<file path="config.mk">
export PLATFORM = sky130hd
export DESIGN_NAME = bm_dma_engine
export DESIGN_NICKNAME = d
export VERILOG_FILES = /design/src/rtl/bmd_pkg.sv /design/src/rtl/bmd_ctl_regs.sv /design/src/rtl/bmd_ptr_regs.sv /design/src/rtl/bmd_xfer_fsm.sv /design/src/rtl/bm_dma_engine.sv
export SDC_FILE = /design/constraint.sdc
export NUM_CORES = 1
export LEC_CHECK = 0
export BUFFER_PORTS_ARGS = -buffer_cell sky130_fd_sc_hd__buf_2
export CAP_MARGIN = 20
export CORE_ASPECT_RATIO = 1.25
export CORE_MARGIN = 1.5
export CORE_UTILIZATION = 30
export DETAILED_ROUTE_END_ITERATION = 10
export SLEW_MARGIN = 5
export SYNTH_ARGS = -nofsm -noshare
export SYNTH_HDL_FRONTEND = slang
export SYNTH_SLANG_ARGS = --single-unit
export TNS_END_PERCENT = 20
</file>
<file path="constraint.sdc">
create_clock -name clk -period 6.1 [get_ports clk]
set_clock_uncertainty 0.1 [all_clocks]
set_input_delay 0.61 -clock clk [delete_from_list [all_inputs] [get_ports clk]]
set_output_delay 0.61 -clock clk [all_outputs]
set_load 0.1 [all_outputs]
</file>
<file path="src/rtl/bmd_pkg.sv">
package bmd_pkg;

   // register window byte offsets
   localparam int CMD_OFS  = 0;
   localparam int STAT_OFS = 1;
   localparam int ADDR_OFS = 4;
   localparam int LEN_OFS  = 8;

   // command codes
   localparam logic [7:0] OP_STOP     = 8'h01;
   localparam logic [7:0] OP_GO       = 8'h02;
   localparam logic [7:0] OP_TO_MEM   = 8'h04;
   localparam logic [7:0] OP_FROM_MEM = 8'h08;

   // status bit positions
   localparam int ST_BUSY_BIT = 0;
   localparam int ST_IRQ_BIT  = 1;
   localparam int ST_DIR_BIT  = 2;
   localparam int ST_OPEN_BIT = 3;

   typedef enum logic [2:0] {
      XS_IDLE,
      XS_DECIDE,
      XS_FETCH,
      XS_MEM,
      XS_DELIVER
   } xfer_state_t;

endpackage

</file>
<file path="src/rtl/bmd_ctl_regs.sv">
module bmd_ctl_regs import bmd_pkg::*; #(
   parameter int REG_AW = 4,
   parameter int PTR_W  = 32,
   localparam int NB    = PTR_W / 8
) (
   input  logic              clk,
   input  logic              rst_n,
   input  logic              reg_wr,
   input  logic [REG_AW-1:0] reg_addr,
   input  logic [7:0]        reg_wdata,
   input  logic              busy,
   input  logic              done,
   output logic              start,
   output logic              stop_req,
   output logic              dir_m2d,
   output logic              cfg_open,
   output logic              irq,
   output logic [NB-1:0]     addr_we,
   output logic [NB-1:0]     len_we
);

   logic wr_cmd, wr_stat, cfg_ok;

   assign wr_cmd  = reg_wr && (reg_addr == REG_AW'(CMD_OFS));
   assign wr_stat = reg_wr && (reg_addr == REG_AW'(STAT_OFS));
   assign cfg_ok  = cfg_open && !busy;
   assign start   = wr_cmd && (reg_wdata == OP_GO) && cfg_ok;

   for (genvar i = 0; i < NB; i++) begin : g_lane_we
      assign addr_we[i] = reg_wr && cfg_ok && (reg_addr == REG_AW'(ADDR_OFS + i));
      assign len_we[i]  = reg_wr && cfg_ok && (reg_addr == REG_AW'(LEN_OFS + i));
   end

   always_ff @(posedge clk) begin
      if (!rst_n) begin
         cfg_open <= 1'b0;
         dir_m2d  <= 1'b0;
         stop_req <= 1'b0;
         irq      <= 1'b0;
      end else begin
         if (wr_cmd && reg_wdata == OP_STOP)
            cfg_open <= 1'b1;
         else if (start)
            cfg_open <= 1'b0;

         if (wr_cmd && cfg_ok && reg_wdata == OP_TO_MEM)
            dir_m2d <= 1'b0;
         else if (wr_cmd && cfg_ok && reg_wdata == OP_FROM_MEM)
            dir_m2d <= 1'b1;

         if (start)
            stop_req <= 1'b0;
         else if (wr_cmd && reg_wdata == OP_STOP && busy)
            stop_req <= 1'b1;
         else if (!busy)
            stop_req <= 1'b0;

         if (done)
            irq <= 1'b1;
         else if (wr_stat && reg_wdata[ST_IRQ_BIT])
            irq <= 1'b0;
      end
   end

endmodule

</file>
<file path="src/rtl/bmd_ptr_regs.sv">
module bmd_ptr_regs #(
   parameter int PTR_W = 32,
   parameter int STEP  = 4,
   localparam int NB   = PTR_W / 8
) (
   input  logic             clk,
   input  logic             rst_n,
   input  logic [NB-1:0]    addr_we,
   input  logic [NB-1:0]    len_we,
   input  logic [7:0]       wdata,
   input  logic             step,
   output logic [PTR_W-1:0] cur_addr,
   output logic [PTR_W-1:0] cur_len,
   output logic             len_zero
);

   logic [PTR_W-1:0] addr_nx, len_nx, addr_d, len_d;

   // stepping happens only while running, lane writes only while idle
   assign addr_nx = step ? cur_addr + PTR_W'(STEP) : cur_addr;
   assign len_nx  = step ? cur_len - PTR_W'(1)     : cur_len;

   for (genvar i = 0; i < NB; i++) begin : g_lane
      assign addr_d[8*i +: 8] = addr_we[i] ? wdata : addr_nx[8*i +: 8];
      assign len_d[8*i +: 8]  = len_we[i]  ? wdata : len_nx[8*i +: 8];
   end

   always_ff @(posedge clk) begin
      if (!rst_n) begin
         cur_addr <= '0;
         cur_len  <= '0;
      end else begin
         cur_addr <= addr_d;
         cur_len  <= len_d;
      end
   end

   assign len_zero = (cur_len == '0);

endmodule

</file>
<file path="src/rtl/bmd_xfer_fsm.sv">
module bmd_xfer_fsm import bmd_pkg::*; #(
   parameter int DATA_W = 32
) (
   input  logic              clk,
   input  logic              rst_n,
   input  logic              start,
   input  logic              stop_req,
   input  logic              dir_m2d,
   input  logic              len_zero,
   input  logic              src_valid,
   input  logic [DATA_W-1:0] src_data,
   output logic              src_ready,
   output logic              mem_req,
   output logic              mem_we,
   output logic [DATA_W-1:0] mem_wdata,
   input  logic              mem_ack,
   input  logic [DATA_W-1:0] mem_rdata,
   output logic              snk_valid,
   output logic [DATA_W-1:0] snk_data,
   input  logic              snk_ready,
   output logic              step,
   output logic              done,
   output logic              busy
);

   xfer_state_t st, nx;
   logic [DATA_W-1:0] word_q;
   logic load_src, load_mem;

   always_comb begin
      nx        = st;
      src_ready = 1'b0;
      mem_req   = 1'b0;
      snk_valid = 1'b0;
      step      = 1'b0;
      done      = 1'b0;
      load_src  = 1'b0;
      load_mem  = 1'b0;
      unique case (st)
         XS_IDLE: if (start) nx = XS_DECIDE;
         XS_DECIDE: begin
            if (len_zero) begin
               done = 1'b1;
               nx   = XS_IDLE;
            end else if (stop_req) nx = XS_IDLE;
            else if (dir_m2d)      nx = XS_MEM;
            else                   nx = XS_FETCH;
         end
         XS_FETCH: begin
            if (stop_req) nx = XS_IDLE;
            else begin
               src_ready = 1'b1;
               if (src_valid) begin
                  load_src = 1'b1;
                  nx       = XS_MEM;
               end
            end
         end
         XS_MEM: begin
            mem_req = 1'b1;
            if (mem_ack) begin
               if (dir_m2d) begin
                  load_mem = 1'b1;
                  nx       = XS_DELIVER;
               end else begin
                  step = 1'b1;
                  nx   = XS_DECIDE;
               end
            end
         end
         XS_DELIVER: begin
            snk_valid = 1'b1;
            if (snk_ready) begin
               step = 1'b1;
               nx   = XS_DECIDE;
            end
         end
         default: nx = XS_IDLE;
      endcase
   end

   always_ff @(posedge clk) begin
      if (!rst_n) begin
         st     <= XS_IDLE;
         word_q <= '0;
      end else begin
         st <= nx;
         if (load_src)      word_q <= src_data;
         else if (load_mem) word_q <= mem_rdata;
      end
   end

   assign mem_we    = mem_req && !dir_m2d;
   assign mem_wdata = word_q;
   assign snk_data  = word_q;
   assign busy      = (st != XS_IDLE);

endmodule

</file>
<file path="src/rtl/bm_dma_engine.sv">
module bm_dma_engine import bmd_pkg::*; #(
   parameter int DATA_W = 32,
   parameter int PTR_W  = 32,
   parameter int REG_AW = 4
) (
   input  logic              clk,
   input  logic              rst_n,
   input  logic              reg_wr,
   input  logic [REG_AW-1:0] reg_addr,
   input  logic [7:0]        reg_wdata,
   output logic [7:0]        reg_rdata,
   output logic              irq,
   output logic              mem_req,
   output logic              mem_we,
   output logic [PTR_W-1:0]  mem_addr,
   output logic [DATA_W-1:0] mem_wdata,
   input  logic              mem_ack,
   input  logic [DATA_W-1:0] mem_rdata,
   input  logic              src_valid,
   input  logic [DATA_W-1:0] src_data,
   output logic              src_ready,
   output logic              snk_valid,
   output logic [DATA_W-1:0] snk_data,
   input  logic              snk_ready
);

   localparam int NB = PTR_W / 8;
   localparam int WB = DATA_W / 8;

   if (DATA_W % 8 != 0 || DATA_W < 8) begin : g_bad_data
      $error("DATA_W must be a whole number of bytes");
   end
   if (PTR_W % 8 != 0 || PTR_W < 16 || PTR_W > 32) begin : g_bad_ptr
      $error("PTR_W must be 16, 24 or 32");
   end
   if (LEN_OFS + NB > (1 << REG_AW)) begin : g_bad_aw
      $error("REG_AW too small for the register window");
   end

   logic start, stop_req, dir_m2d, cfg_open, busy, done, step, len_zero;
   logic [NB-1:0] addr_we, len_we;
   logic [PTR_W-1:0] cur_addr, cur_len;

   bmd_ctl_regs #(.REG_AW(REG_AW), .PTR_W(PTR_W)) u_ctl (
      .clk(clk), .rst_n(rst_n), .reg_wr(reg_wr), .reg_addr(reg_addr),
      .reg_wdata(reg_wdata), .busy(busy), .done(done), .start(start),
      .stop_req(stop_req), .dir_m2d(dir_m2d), .cfg_open(cfg_open), .irq(irq),
      .addr_we(addr_we), .len_we(len_we)
   );

   bmd_ptr_regs #(.PTR_W(PTR_W), .STEP(WB)) u_ptr (
      .clk(clk), .rst_n(rst_n), .addr_we(addr_we), .len_we(len_we),
      .wdata(reg_wdata), .step(step), .cur_addr(cur_addr), .cur_len(cur_len),
      .len_zero(len_zero)
   );

   bmd_xfer_fsm #(.DATA_W(DATA_W)) u_fsm (
      .clk(clk), .rst_n(rst_n), .start(start), .stop_req(stop_req),
      .dir_m2d(dir_m2d), .len_zero(len_zero), .src_valid(src_valid),
      .src_data(src_data), .src_ready(src_ready), .mem_req(mem_req),
      .mem_we(mem_we), .mem_wdata(mem_wdata), .mem_ack(mem_ack),
      .mem_rdata(mem_rdata), .snk_valid(snk_valid), .snk_data(snk_data),
      .snk_ready(snk_ready), .step(step), .done(done), .busy(busy)
   );

   assign mem_addr = cur_addr;

   always_comb begin
      reg_rdata = '0;
      if (reg_addr == REG_AW'(STAT_OFS)) begin
         reg_rdata[ST_BUSY_BIT] = busy;
         reg_rdata[ST_IRQ_BIT]  = irq;
         reg_rdata[ST_DIR_BIT]  = dir_m2d;
         reg_rdata[ST_OPEN_BIT] = cfg_open;
      end
      for (int i = 0; i < NB; i++) begin
         if (reg_addr == REG_AW'(ADDR_OFS + i)) reg_rdata = cur_addr[8*i +: 8];
         if (reg_addr == REG_AW'(LEN_OFS + i))  reg_rdata = cur_len[8*i +: 8];
      end
   end

endmodule

</file>
**Yosys cells after proc, flatten, opt, wreduce, memory -nomap -nowiden**

Index checks and enable logic that the tools add are counted.

- Register bits after elaboration: 103
- Input bits: 82
- Output and inout bits: 109
- Logic and storage cells: 133

- Add/sub/neg operators: 2
- Equal/unequal tests: 22
- Mux-type cells: 53
- Bitwise gates (word level): 1
- Reduce and logical (&&, ||, !) cells: 41

Operator list:

| operator | count |
|---|---|
| two-way mux 32 bit | 4 |
| two-way mux 8 bit | 16 |
| adder 32 x 3 -> 32 bit (second input constant) | 1 |
| logical NOT 32 bit | 1 |
| subtractor 32 x 1 -> 32 bit (second input constant) | 1 |
| two-way mux 3 bit | 8 |
| two-way mux 1 bit | 22 |
| nonzero test 2 bit | 11 |
| logical AND 1 bit | 21 |
| equality test 4 x 3 -> 1 bit (second input constant) | 4 |
| equality test 4 bit (second input constant) | 4 |
| one-hot mux 3 bit (5 select lines) | 1 |
| equality test 8 x 1 -> 1 bit (second input constant) | 1 |
| equality test 8 x 2 -> 1 bit (second input constant) | 1 |
| equality test 8 x 3 -> 1 bit (second input constant) | 1 |
| equality test 8 x 4 -> 1 bit (second input constant) | 1 |
| equality test 3 x 2 -> 1 bit (second input constant) | 2 |
| != test 2 bit (second input constant) | 3 |
| equality test 4 x 1 -> 1 bit (second input constant) | 1 |
| logical NOT 4 bit | 1 |
| two-way mux 4 bit | 1 |
| AND reduction 4 bit | 1 |
| OR reduction 2 bit | 2 |
| equality test 3 x 1 -> 1 bit (second input constant) | 1 |
| other kinds (8) | 9 |

**Depth between registers and ports, before layout**

- Word-level depth: 10
- Mapped depth: 8
- Mapped depth without buffers: 7

**Hierarchy**

From an unflattened synthesis, not the netlist that was laid out.

- Cells, all modules: 879
- Area, all modules: 6,836.6 um^2

By module, submodules not included:

| module | instances | cells each | area an instance (um^2) | seq. area each (um^2) |
|---|---|---|---|---|
| bmd_ptr_regs | 1 | 469 | 3,793.6 | 1,281.2 |
| bmd_xfer_fsm | 1 | 241 | 1,841.8 | 700.7 |
| bm_dma_engine | 1 | 127 | 865.8 | 0.0 |
| bmd_ctl_regs | 1 | 42 | 335.3 | 80.1 |

**Least setup slack after synthesis**

Ideal clock, no wire load.

- Path type: register to register
- Start point: reg u_fsm.st[0]
- End point: reg u_fsm.word_q[24], in the netlist u_fsm.mem_wdata[24]
- Arrival time: 5,066 ps
- Data required time: 5,863 ps
- Slack: 796 ps
- Cell stages (with the launch flop): 7
- Buffers on the path: 2
- Clock period less this slack: 5,304 ps
- Path through: dfxtp_1 > clkbuf_1 > nor4b_1 > nand2_1 > clkbuf_1 > nor2_1 > a211oi_1

- Cells in the longest elaborated chain, start to end: 3
- Elaborated cells on any way between the ends: 6
- Classes of those cells: 2 x eq/ne; 3 x mux; 1 x reduce/logical

Ends and longest elaborated chain:

| what | RTL line | text |
|---|---|---|
| start, declared | bmd_xfer_fsm.sv:26 | `xfer_state_t st, nx;` |
| start signal, assigned | bmd_xfer_fsm.sv:87 | `st <= nx;` |
| equality test 3 x 2 -> 1 bit | bmd_xfer_fsm.sv:39 | `unique case (st)` |
| two-way mux 1 bit | bmd_xfer_fsm.sv:39 |  |
| two-way mux 32 bit / nonzero test 2 bit (equally long branches) | -- |  |
| end signal, assigned | bmd_xfer_fsm.sv:88 | `if (load_src) word_q <= src_data;` |
| end signal, assigned | bmd_xfer_fsm.sv:89 | `else if (load_mem) word_q <= mem_rdata;` |
| end, declared | bmd_xfer_fsm.sv:27 | `logic [DATA_W-1:0] word_q;` |

Parallel ways exist; a longest one is shown, timed or not.
A chain may end at the register's enable or synchronous reset.

**Worst setup path after layout**

- Start point: in reg_addr[3]
- End point: out reg_rdata[1]

- Cells in the longest elaborated chain, start to end: 10
- Elaborated cells on any way between the ends: 18
- Classes of those cells: 9 x eq/ne; 9 x mux

Ends and longest elaborated chain:

| what | RTL line | text |
|---|---|---|
| start, declared | bm_dma_engine.sv:9 | `input logic [REG_AW-1:0] reg_addr,` |
| equality test 4 x 1 -> 1 bit | bm_dma_engine.sv:70 | `if (reg_addr == REG_AW'(STAT_OFS)) begin` |
| two-way mux 4 bit | bm_dma_engine.sv:70 |  |
| two-way mux 8 bit | bm_dma_engine.sv:77 | `if (reg_addr == REG_AW'(ADDR_OFS + i)) reg_rdata = cur_addr[8*i +: 8];` |
| two-way mux 8 bit | bm_dma_engine.sv:78 | `if (reg_addr == REG_AW'(LEN_OFS + i)) reg_rdata = cur_len[8*i +: 8];` |
| two-way mux 8 bit | bm_dma_engine.sv:77 |  |
| two-way mux 8 bit | bm_dma_engine.sv:78 |  |
| two-way mux 8 bit | bm_dma_engine.sv:77 |  |
| two-way mux 8 bit | bm_dma_engine.sv:78 |  |
| two-way mux 8 bit | bm_dma_engine.sv:77 |  |
| two-way mux 8 bit (*) | bm_dma_engine.sv:78 |  |
| end, declared | bm_dma_engine.sv:11 | `output logic [7:0] reg_rdata,` |

Every way passes the cells marked *; elsewhere a longest branch is shown, timed or not.

==> out/metrics.cfg <==
[outcome]
status = finished clean

[route]
drc = 0
avgViaCountPerCell = 5.71
drt_first_pass_iters = 5
ant_nets = 0
finalWirelength_mm = 24.0
drt_iter0_drc = 564
wire_per_inst_um = 19.9
vias = 6876

[synth]
synth_top_area_share_pct = 32.2
syn_nets = 897
synth.distinct_cells = 69
yosysSeqAreaShare_pct = 32.2
synth-edff-count = 0
syn_area_per_cell_um2 = 7.88
ys.flop_type = dfxtp_1
synth_top_cell_by_area = dfxtp_1
ys_warn_count = 0
yosys-top-cells-area = dfxtp_1, mux2i_1, nor2_1
synth-seq-cells = 103
syn-cell-area_um2 = 6400
async_flop_share_pct = 0
syn_inst = 812

[clocking]
htreeDepth = 3
cts_hold_buffers = 0
cts_setup_buffers = 0
clk_latency_ns = 0.35
numCtsBuffers = 9
cts_resized = 0
cts_tree = yes
cts_root_buffer = clkbuf_16
cts_sinks = 103
ctsLongestPathBuffers = 2
clk_pin_slew_ns = 0.07

[floorplan]
die-height_um = 166
die-area_um2 = 22200
start_util_pct = 30.6
coreArea_um2 = 20900
pin_count = 191
dieWidth_um = 134
num_rows = 59

[timing]
setup_slack_ns = 2.51
whs_ns = 0.406
drv_slew = 0
period_share_pct = 58.8
finalSetupViolCount = 0
period_minus_slack_ns = 3.59
worst-slew-pin-transition_ns = 1.00
finalSetupTns_ns = 0
rsz0062_at_grt = false
hold_viol = 0
fmax_mhz = 279
max_slew_margin_pct = 33.0

[placement]
dp_hpwl_mm = 17.5
gp_congestion = 0.966
dpl_worst_slack_ns = 2.59
port_buffers = 190

[critical_path]
path_max_fanout = 16
crit_chain = buf_2 -> nor2b_1 -> a21oi_1 -> a2bb2oi_1 -> o311a_1 -> o21ai_0 -> buf_2
slowest_stage = nor2b_1
cp-end-kind = output port
path_class = in -> out
cpMostUsedCell = buf_2
crit_arrival_ns = 2.88
slowest_delay_ns = 0.82
crit_path_start_kind = primary input
cp.required_ns = 5.39

[finish]
area_growth_pct = 18.6
final_nets = 1011
fill_cells = 2232
layout-drive-gt1-share_pct = 24.8
n_antenna_cell = 0

[global_route]
grt_first_pass_wirelength_mm = 35.8
grt_max_degree = 77
gr-usage-all-layers_pct = 20.9
globalRouteMet3Util_pct = 4.15
use_met1_pct = 24.1
grt_pass1_vias = 6191
top_usage_layer = met2
antenna_found_initial = 0
gr-total-overflow = 0
grt_use_met2_pct = 35.2

[power_and_ir_drop]
power_density_nw_per_um2 = 186
total_power_mw = 1.41
ir_drop_mv = 0.141
p_leak_nw = 3.00

[job]
max-cap-violations = 0

[hold_path]
holdCritPathClass = reg -> reg

## cell usage after synthesis (all sizes together), types with 5 or more instances
cell      n
dfxtp   103
nor2     79
a21oi    58
o21ai    56
nand2    52
clkbuf   47
buf      46
mux2i    40
a211oi   37
nand3    29
nor3     26
nand4    19
nor4     17
or3      17
a31oi    16
inv      14
or4      10
o311ai    9
xnor2     9
xor2      9
and3      8
o211ai    7
a22oi     6
nand2b    6
o22ai     6
a221oi    5
and2      5
## cell type report
class	count	area [um^2]	share of cell area, %
clock buffers	11	243	3.20
clock inverters	4	70.1	0.923
inverters	14	52.6	0.692
multi-input cells	602	3810	50.2
flip-flops and latches	103	2060	27.2
well taps	274	343	4.52
repair buffers	196	1010	13.3
## power by group
group | internal (mW) | switching (mW)
sequential | 0.672 | 0.00000625
clock | 0.368 | 0.262
combinational | 0.0326 | 0.0782
total | 1.07 | 0.340
## cell families after synthesis
| kind of cell | synth area share (%) |
|---|---|
| AOI/OAI and AO/OA | 25.0 |
| muxes | 6.96 |
| xor gates and xnor gates | 2.46 |
| buffers and inverters | 8.37 |
| and+or+nand+nor | 24.4 |
| DFF | 32.2 |
| adders and majority gates | 0.587 |
## layer usage
layer,routed length [um],vias to the layer above
met1,9350,3162
met5,0,-
met2,11200,395
met3,2040,65
met4,1390,0
li1,-,3254
## path summary, 6_finish.rpt
path | start | end | slack, ns | cells past startpoint
worst max register to register | u_fsm.st[0]$_SDFFE_PN0P_ | u_ptr.cur_addr[28]$_SDFFE_PN0P_ | 2.89 | 5
worst max-delay path | reg_addr[3] | reg_rdata[1] | 2.51 | 7
worst min-delay path | u_ptr.cur_len[11]$_SDFFE_PN0P_ | u_ptr.cur_len[11]$_SDFFE_PN0P_ | 0.41 | 2
worst min register to register | u_ptr.cur_len[11]$_SDFFE_PN0P_ | u_ptr.cur_len[11]$_SDFFE_PN0P_ | 0.41 | 2
## worst max-delay path, delay by kind of cell
family          cells  cell delay [ns]
compound gates      4             0.78
buf+inv             2             0.66
simple gates        1             0.82
## state kept, by name, summed over array words and instances, names as in the netlist
signal	count
u_ptr.cur_addr	32
u_ptr.cur_len	32
u_ctl.irq	1
u_fsm.st	3
u_fsm.mem_wdata	32
u_ctl.cfg_open	1
u_ctl.dir_m2d	1
u_ctl.stop_req	1
## through the flow
stage	area (um^2)	instances	util (%)
floorplan	6400	812	-
global placement	7260	1188	34.7
detailed placement	7260	1188	34.7
CTS	7570	1203	36.2
global route	7590	1204	36.3
finish	7590	1204	36.3
## cell usage in the layout (no fill, tap or decap), types with 5 or more instances in the layout
| cell type | n |
|---|---|
| a211oi_1 | 37 |
| a21oi_1 | 58 |
| a221oi_1 | 5 |
| a22oi_1 | 6 |
| a31oi_1 | 16 |
| and2_1 | 5 |
| and3_1 | 8 |
| buf_2 | 190 |
| buf_4 | 5 |
| clkbuf_16 | 9 |
| dfxtp_1 | 103 |
| inv_1 | 13 |
| mux2i_1 | 40 |
| nand2_1 | 51 |
| nand2b_1 | 5 |
| nand3_1 | 28 |
| nand4_1 | 19 |
| nor2_1 | 77 |
| nor3_1 | 25 |
| nor4_1 | 16 |
| o211ai_1 | 7 |
| o21ai_0 | 55 |
| o22ai_1 | 6 |
| o311ai_0 | 9 |
| or3_1 | 17 |
| or4_1 | 8 |
| xnor2_1 | 9 |
| xor2_1 | 9 |
Note: power is estimated with default switching activity, not from simulation.
